$ cat src/rtl/tpp_pkg.sv
// Shared definitions for the table-driven PWM player.
package tpp_pkg;
    // Counting direction inside a centre-aligned period.
    typedef enum logic {DIR_UP = 1'b0, DIR_DOWN = 1'b1} cnt_dir_e;
    // Per-step layout: four words per step, top sits in the last slot.
    localparam int STEP_SHIFT = 2;
    localparam int TOP_SLOT   = 3;
endpackage

$ cat src/rtl/tpp_tick_div.sv
// Power-of-two tick divider.
// Emits tick once every 2^sel enabled cycles; clr restarts the phase so the
// first tick after clr comes 2^sel cycles later. Assumes sel is static while en.
module tpp_tick_div #(
    parameter int SEL_W = 3
) (
    input  logic             clk,
    input  logic             rst_n,
    input  logic             clr,
    input  logic             en,
    input  logic [SEL_W-1:0] sel,
    output logic             tick
);
    localparam int DIV_W = (1 << SEL_W) - 1;

    logic [DIV_W-1:0] div_q;
    logic [DIV_W-1:0] mask;

    // Low sel bits of the phase counter all ones marks a tick.
    always_comb begin
        mask = ~({DIV_W{1'b1}} << sel);
        tick = en & (&(div_q | ~mask));
    end

    // Free-running phase counter, cleared on playback start.
    always_ff @(posedge clk) begin
        if (!rst_n)      div_q <= '0;
        else if (clr)    div_q <= '0;
        else if (en)     div_q <= div_q + 1'b1;
    end
endmodule

$ cat src/rtl/tpp_seq_ram.sv
// Sample table: one write port, two asynchronous read ports (duty and top).
// Assumes writes happen while the player is idle; contents are not reset.
module tpp_seq_ram #(
    parameter int DATA_W = 16,
    parameter int ADDR_W = 6
) (
    input  logic              clk,
    input  logic              wr_en,
    input  logic [ADDR_W-1:0] wr_addr,
    input  logic [DATA_W-1:0] wr_data,
    input  logic [ADDR_W-1:0] rd_a_addr,
    output logic [DATA_W-1:0] rd_a_data,
    input  logic [ADDR_W-1:0] rd_b_addr,
    output logic [DATA_W-1:0] rd_b_data
);
    localparam int DEPTH = 1 << ADDR_W;

    logic [DATA_W-1:0] mem_q [DEPTH];

    // Store one word per write strobe.
    always_ff @(posedge clk) begin
        if (wr_en) mem_q[wr_addr] <= wr_data;
    end

    // Look-ahead reads for the step about to be latched.
    always_comb begin
        rd_a_data = mem_q[rd_a_addr];
        rd_b_data = mem_q[rd_b_addr];
    end
endmodule

$ cat src/rtl/tpp_wave_counter.sv
// PWM period counter, up-only or up/down.
// Up: 0..top-1 then wrap. Up/down: 0..top-1, then top-1..0 (2*top ticks).
// period_end flags the tick that closes a period. Assumes top >= 1 and that
// top changes only at a period boundary.
module tpp_wave_counter
    import tpp_pkg::*;
#(
    parameter int DATA_W = 16
) (
    input  logic              clk,
    input  logic              rst_n,
    input  logic              clr,
    input  logic              en,
    input  logic              tick,
    input  logic              updown,
    input  logic [DATA_W-1:0] top,
    output logic [DATA_W-1:0] cnt_q,
    output logic              period_end
);
    cnt_dir_e dir_q;
    logic     last_up;

    // Detect the turning point and the closing tick of a period.
    always_comb begin
        last_up    = (cnt_q == top - DATA_W'(1));
        period_end = en & tick &
                     (updown ? ((dir_q == DIR_DOWN) && (cnt_q == '0)) : last_up);
    end

    // Step the counter and direction on each enabled tick.
    always_ff @(posedge clk) begin
        if (!rst_n || clr) begin
            cnt_q <= '0;
            dir_q <= DIR_UP;
        end else if (en && tick) begin
            if (period_end) begin
                cnt_q <= '0;
                dir_q <= DIR_UP;
            end else if (updown && dir_q == DIR_UP && last_up) begin
                dir_q <= DIR_DOWN;
            end else if (updown && dir_q == DIR_DOWN) begin
                cnt_q <= cnt_q - DATA_W'(1);
            end else begin
                cnt_q <= cnt_q + DATA_W'(1);
            end
        end
    end
endmodule

$ cat src/rtl/tpp_step_ctrl.sv
// Step sequencer: holds the active step index, latches duty and top for the
// next step at each period boundary, wraps or stops after the last step and
// raises a one-cycle end pulse. Assumes table reads are combinational.
module tpp_step_ctrl
    import tpp_pkg::*;
#(
    parameter int DATA_W = 16,
    parameter int ADDR_W = 6
) (
    input  logic              clk,
    input  logic              rst_n,
    input  logic              start,
    input  logic              loop_en,
    input  logic              wave_mode,
    input  logic [ADDR_W-1:0] last_step,
    input  logic [DATA_W-1:0] base_top,
    input  logic              period_end,
    input  logic [DATA_W-1:0] duty_word,
    input  logic [DATA_W-1:0] top_word,
    output logic [ADDR_W-1:0] duty_addr,
    output logic [ADDR_W-1:0] top_addr,
    output logic              start_ok,
    output logic              run_q,
    output logic [DATA_W-1:0] duty_q,
    output logic [DATA_W-1:0] top_q,
    output logic              seq_end
);
    logic [ADDR_W-1:0] idx_q;
    logic [ADDR_W-1:0] next_idx;
    logic [ADDR_W-1:0] wave_base;
    logic [DATA_W-1:0] top_raw;
    logic [DATA_W-1:0] top_new;
    logic              at_last;

    // Choose the next step and form its table addresses and top.
    always_comb begin
        start_ok  = start & ~run_q;
        at_last   = (idx_q == last_step);
        next_idx  = (start_ok || at_last) ? '0 : idx_q + ADDR_W'(1);
        wave_base = next_idx << STEP_SHIFT;
        duty_addr = wave_mode ? wave_base : next_idx;
        top_addr  = wave_base | ADDR_W'(TOP_SLOT);
        top_raw   = wave_mode ? top_word : base_top;
        top_new   = (top_raw == '0) ? DATA_W'(1) : top_raw;
    end

    // Start, advance, wrap or stop at period boundaries.
    always_ff @(posedge clk) begin
        if (!rst_n) begin
            run_q   <= 1'b0;
            idx_q   <= '0;
            duty_q  <= '0;
            top_q   <= DATA_W'(1);
            seq_end <= 1'b0;
        end else begin
            seq_end <= 1'b0;
            if (start_ok) begin
                run_q  <= 1'b1;
                idx_q  <= '0;
                duty_q <= duty_word;
                top_q  <= top_new;
            end else if (run_q && period_end) begin
                seq_end <= at_last;
                if (at_last && !loop_en) begin
                    run_q  <= 1'b0;
                    duty_q <= '0;
                end else begin
                    idx_q  <= next_idx;
                    duty_q <= duty_word;
                    top_q  <= top_new;
                end
            end
        end
    end
endmodule

$ cat src/rtl/tone_pwm_player.sv
// Table-driven PWM player: one duty sample per PWM period, auto-advancing,
// with optional per-step period top and looping. Output is high while the
// period counter is below the latched duty. Table writes are expected only
// while idle.
module tone_pwm_player #(
    parameter int DATA_W = 16,
    parameter int ADDR_W = 6,
    parameter int SEL_W  = 3
) (
    input  logic              clk,
    input  logic              rst_n,
    input  logic [SEL_W-1:0]  presc_sel,
    input  logic              updown,
    input  logic              wave_mode,
    input  logic              loop_en,
    input  logic              start,
    input  logic [DATA_W-1:0] base_top,
    input  logic [ADDR_W-1:0] last_step,
    input  logic              wr_en,
    input  logic [ADDR_W-1:0] wr_addr,
    input  logic [DATA_W-1:0] wr_data,
    output logic              pwm_out,
    output logic              seq_end
);
    logic              tick;
    logic              start_ok;
    logic              run_q;
    logic              period_end;
    logic [DATA_W-1:0] cnt_q;
    logic [DATA_W-1:0] duty_q;
    logic [DATA_W-1:0] top_q;
    logic [ADDR_W-1:0] duty_addr;
    logic [ADDR_W-1:0] top_addr;
    logic [DATA_W-1:0] duty_word;
    logic [DATA_W-1:0] top_word;

    tpp_tick_div #(.SEL_W(SEL_W)) u_div (
        .clk(clk), .rst_n(rst_n), .clr(start_ok), .en(run_q),
        .sel(presc_sel), .tick(tick)
    );

    tpp_seq_ram #(.DATA_W(DATA_W), .ADDR_W(ADDR_W)) u_ram (
        .clk(clk), .wr_en(wr_en), .wr_addr(wr_addr), .wr_data(wr_data),
        .rd_a_addr(duty_addr), .rd_a_data(duty_word),
        .rd_b_addr(top_addr),  .rd_b_data(top_word)
    );

    tpp_wave_counter #(.DATA_W(DATA_W)) u_cnt (
        .clk(clk), .rst_n(rst_n), .clr(start_ok), .en(run_q), .tick(tick),
        .updown(updown), .top(top_q), .cnt_q(cnt_q), .period_end(period_end)
    );

    tpp_step_ctrl #(.DATA_W(DATA_W), .ADDR_W(ADDR_W)) u_ctrl (
        .clk(clk), .rst_n(rst_n), .start(start), .loop_en(loop_en),
        .wave_mode(wave_mode), .last_step(last_step), .base_top(base_top),
        .period_end(period_end), .duty_word(duty_word), .top_word(top_word),
        .duty_addr(duty_addr), .top_addr(top_addr), .start_ok(start_ok),
        .run_q(run_q), .duty_q(duty_q), .top_q(top_q), .seq_end(seq_end)
    );

    // Compare stage: high while the counter sits below the duty.
    always_comb pwm_out = run_q & (cnt_q < duty_q);
endmodule

$ cat config.mk
export PLATFORM = sky130hd
export DESIGN_NAME = tone_pwm_player
export DESIGN_NICKNAME = d
export VERILOG_FILES = /design/src/rtl/tpp_pkg.sv /design/src/rtl/tpp_tick_div.sv /design/src/rtl/tpp_seq_ram.sv /design/src/rtl/tpp_wave_counter.sv /design/src/rtl/tpp_step_ctrl.sv /design/src/rtl/tone_pwm_player.sv
export SDC_FILE = /design/constraint.sdc
export NUM_CORES = 2
export LEC_CHECK = 0
export BUFFER_PORTS_ARGS = -buffer_cell sky130_fd_sc_hd__buf_4
export CORE_ASPECT_RATIO = 0.75
export CORE_MARGIN = 2
export CORE_UTILIZATION = 25
export CTS_CLUSTER_SIZE = 28
export DETAILED_ROUTE_END_ITERATION = 7
export PLACE_DENSITY = 0.39
export SYNTH_ARGS = -nofsm -noshare
export SYNTH_HDL_FRONTEND = slang
export SYNTH_SLANG_ARGS = --single-unit
$ cat constraint.sdc
create_clock -name clk -period 3.8 [get_ports clk]
set_input_delay 0.19 -clock clk [delete_from_list [all_inputs] [get_ports clk]]
set_output_delay 0.19 -clock clk [all_outputs]
set_load 0.02 [all_outputs]
==> summary.md <==
• 0.0459 mm^2 — Mapped Area
• 3716 — nets
• 0 — number of hold violations in the final report
• 5897 — number of placed cells counting well taps
• 1088 — flip-flop and latch count after synthesis
• 0 — number of max-cap violations
• 1220 ps — measured slew at the worst slew-check pin
• 5.92% — multiplexer area fraction after synthesis
• sky130_fd_sc_hd__edfxtp_1 (67%), sky130_fd_sc_hd__mux4_2 (4.0%), sky130_fd_sc_hd__dfxtp_1 (2.8%), sky130_fd_sc_hd__nand2_1 (2.7%), sky130_fd_sc_hd__a21oi_1 (2.1%) — top cells by area, synth
• 25.1% — initial standard-cell utilization of the core
• 17.7% — Slew Limit Headroom
• 8.12% — simple-gate share of the synthesized area
• flop — critical path capture point type
• sky130_fd_sc_hd__edfxtp_1 — prevailing post-synth register cell
• 4148 — Starting DRT DRC Count
• 14.2 um^2 — average cell area after synthesis
• 0 — setup violation total in the final timing report
• 6141 — Final Instance Count excl. Fillers
• -653 ps — DP Worst Slack
• 56 — number of I/O pins
• 17 — number of antenna violations at the first check in global routing
• 14 — Reg2Reg Depth
• 1088 — Num Clock Sinks
• 1 — hold path cells
• 32100 — DR vias
• 5.23 — number of vias per cell after detailed routing
• 30300 — vias in the first global route
• 499 um — Die X
• flop — sort of element at the start of the critical path
• 31.5 um — detail-routed net length per standard cell
• 0.183 mm^2 — Core Area
• sky130_fd_sc_hd__clkbuf_16 — cell chosen for the clock root
• 0.934% — post-synthesis share of cell area spent on xor and xnor gates
• 7.68 ps — post-route worst hold slack
• 110 — CTS buffer count
• 3 — H-Tree Level Count
• 22.5% — area growth from synthesis to final layout
• 0.0522 mm^2 — standard cell area after detailed placement
• 98.0% — period utilisation layout
• 69.7% — sequential cell area fraction in the yosys report
• 3331 — Syn Nets
• 136 — Std-Cell Rows
• 20.2% — total routing resource utilization after global routing
• true — unrepaired setup endpoints after global routing
• 0.269 GHz — highest achievable clock rate
• compound AO/OA/AOI/OAI gates — main combinational cell family by area after synthesis
• 80 ps — slack of the worst reg-to-reg path
• 69.9 ps — Clock Skew
• 4480 ps — worst path required time
• finished, final reports clean — result of the run
• 0.865 — final RePlAce weighted congestion
• 130 mm — Detail Placement HPWL
• 375 um — vertical die dimension
• 194 mm — final WL
• 30 — maximum fanout count along the critical path
• 12.2% — Synth Area in Compound Gates
• 3720 ps — Min Clock Period, post-route
• 18.3 nW — leak pwr
• 461 mW/mm^2 — Power per Cell Area
• built — TritonCTS clock tree
• 0% — fraction of registers with async set/reset
• 6 — 1st-pass router iterations
• 0.365 mV — Peak supply drop
• sky130_fd_sc_hd__edfxtp_1 — cell taking the most area after synthesis
• reg -> reg — classification of the worst setup path
• 78 — library cells used by synthesis
• 0 — number of max-slew violations in the final report
• 70 ps — register clock-pin slew on the reported worst setup and hold paths
• 0.915% — adder-cell area share of the yosys netlist
• 30.8% — final core utilization
• 0 — final antenna-violating net count
• 3 — maximum buffer depth of the clock tree
• sky130_fd_sc_hd__edfxtp_1 (1024), sky130_fd_sc_hd__nand2_1 (336), sky130_fd_sc_hd__a21oi_1 (194) — most frequent cells after synthesis
• 0 — Post-route DRC
• 66.9% — fraction of synthesized cell area taken by the top area cell type
• 22.2% — fraction of layout instances using a drive strength above 1
• 4410 ps — arrival time of the worst setup path
• 790 ps — clock insertion delay at the later pin of the skew report
• 0 — total congestion overflow after global routing
• 65 — maximum number of pins on one net before global-route repair
• 0.187 mm^2 — DIE AREA
• 263 mm — global-route wire length before repair
• 55 — IO buf count
• 3244 — count of mapped cells out of synthesis
• 77.5 ps — final worst setup slack
• sky130_fd_sc_hd__edfxtp_1 — most frequently used cell type in the post-synthesis netlist
• 1024 — count of flip-flops with a built-in enable after synthesis
• 0 — Synth warnings
• in -> reg — min-delay worst type
• 0.0563 mm^2 — finished layout cell area
[flip-flops by register name, indices dropped and copies added (netlist names)]
| register | cells |
|---|---|
| u_cnt.cnt_q | 16 |
| u_div.div_q | 7 |
| u_ctrl.seq_end | 1 |
| u_cnt.dir_q | 1 |
| u_ctrl.duty_q | 16 |
| u_ram.mem_q | 1024 |
| u_ctrl.top_q | 16 |
| u_ctrl.idx_q | 6 |
| u_ctrl.run_q | 1 |
[final timing paths]
check                                startpoint                             to
hold / removal                      wr_data[11]  u_ram.mem_q[17][11]$_DFFE_PP_
hold reg to reg   u_ctrl.duty_q[1]$_SDFFE_PN0P_  u_ctrl.duty_q[1]$_SDFFE_PN0P_
setup / recovery   u_ctrl.idx_q[0]$_SDFFE_PP0P_  u_ctrl.duty_q[5]$_SDFFE_PN0P_
setup reg to reg   u_ctrl.idx_q[0]$_SDFFE_PP0P_  u_ctrl.duty_q[5]$_SDFFE_PN0P_
[routing by layer]
layer | global-route usage (%) | wire, um
met2 | 28.2 | 79700
met5 | 0 | 50
met4 | 3.91 | 3670
met3 | 5.24 | 17600
met1 | 31.0 | 92600
[through the flow]
| step | setup TNS (ps) | power [W] |
|---|---|---|
| 6_report | 0 | 0.0259 |
| 5_1_grt | -28.9 | 0.0266 |
| 4_1_cts | -278 | 0.0261 |
| 3_5_place_dp | -1510 | 0.0152 |
| 3_3_place_gp | -1510 | 0.0152 |
| 2_1_floorplan | 0 | 0.0142 |
[placed cells by master (no fill, tap or decap), drive strengths merged, types with 45 or more instances in the layout]
master / netlist / final
clkbuf: 112 / 137
o21ai: 125 / 125
o221ai: 88 / 88
nand2: 337 / 337
o22ai: 141 / 141
nor3: 45 / 45
a21oi: 195 / 195
dfxtp: 64 / 64
mux2i: 68 / 68
nand3: 102 / 102
buf: 100 / 472
clkinv: 1 / 52
nor2: 178 / 178
edfxtp: 1024 / 1024
a211oi: 54 / 54
mux4: 81 / 81
[power breakdown]
part           leakage, nW  switching, W  internal, W  total (W)
registers             9.74     0.0000735       0.0132     0.0133
logic                 6.90       0.00112     0.000555    0.00168
clock network         1.70       0.00504      0.00591     0.0110
total                 18.3       0.00624       0.0197     0.0259
[critical path: stages, from the launching register on]
cell	delay (ps)
sky130_fd_sc_hd__dfxtp_4	410
sky130_fd_sc_hd__buf_6	350
sky130_fd_sc_hd__clkinv_1	220
sky130_fd_sc_hd__nand2_1	170
sky130_fd_sc_hd__a21oi_4	70
sky130_fd_sc_hd__a21o_4	230
sky130_fd_sc_hd__buf_12	150
sky130_fd_sc_hd__buf_4	190
sky130_fd_sc_hd__buf_4	160
sky130_fd_sc_hd__mux4_2	390
sky130_fd_sc_hd__a211oi_1	480
sky130_fd_sc_hd__buf_4	230
sky130_fd_sc_hd__o211ai_1	100
sky130_fd_sc_hd__buf_4	200
sky130_fd_sc_hd__a32o_1	230
[logic make-up (layout without fill, tap and decap cells)]
kind of cell / Yosys count / after routing
mux: 168 / 168
other cells: 0 / 6
fa+ha+maj: 33 / 33
simple gates: 823 / 823
flops: 1088 / 1088
xor+xnor: 49 / 49
compound gates: 843 / 843
buf+inv: 240 / 716
[layout make-up]
class / instances / area (um^2)
inverter: 28 / 105
multi-input combinational: 1916 / 13300
sequential: 1088 / 32000
antenna: 6 / 15.0
clock inverter: 67 / 658
fill: 18200 / 127000
tap: 2415 / 3020
clock buffer: 136 / 2850
timing repair buffer: 485 / 4250
[timing repair]
item                                    4_1_cts  5_1_grt
resized for setup                             6       35
buffers inserted                              5       17
endpoints found under the setup margin        7       17
pin swaps                                     1       13
hold buffers                                 12        0
cloned                                        0        1
hold endpoints to repair                     22        0
(Power assumes the default switching activity.)
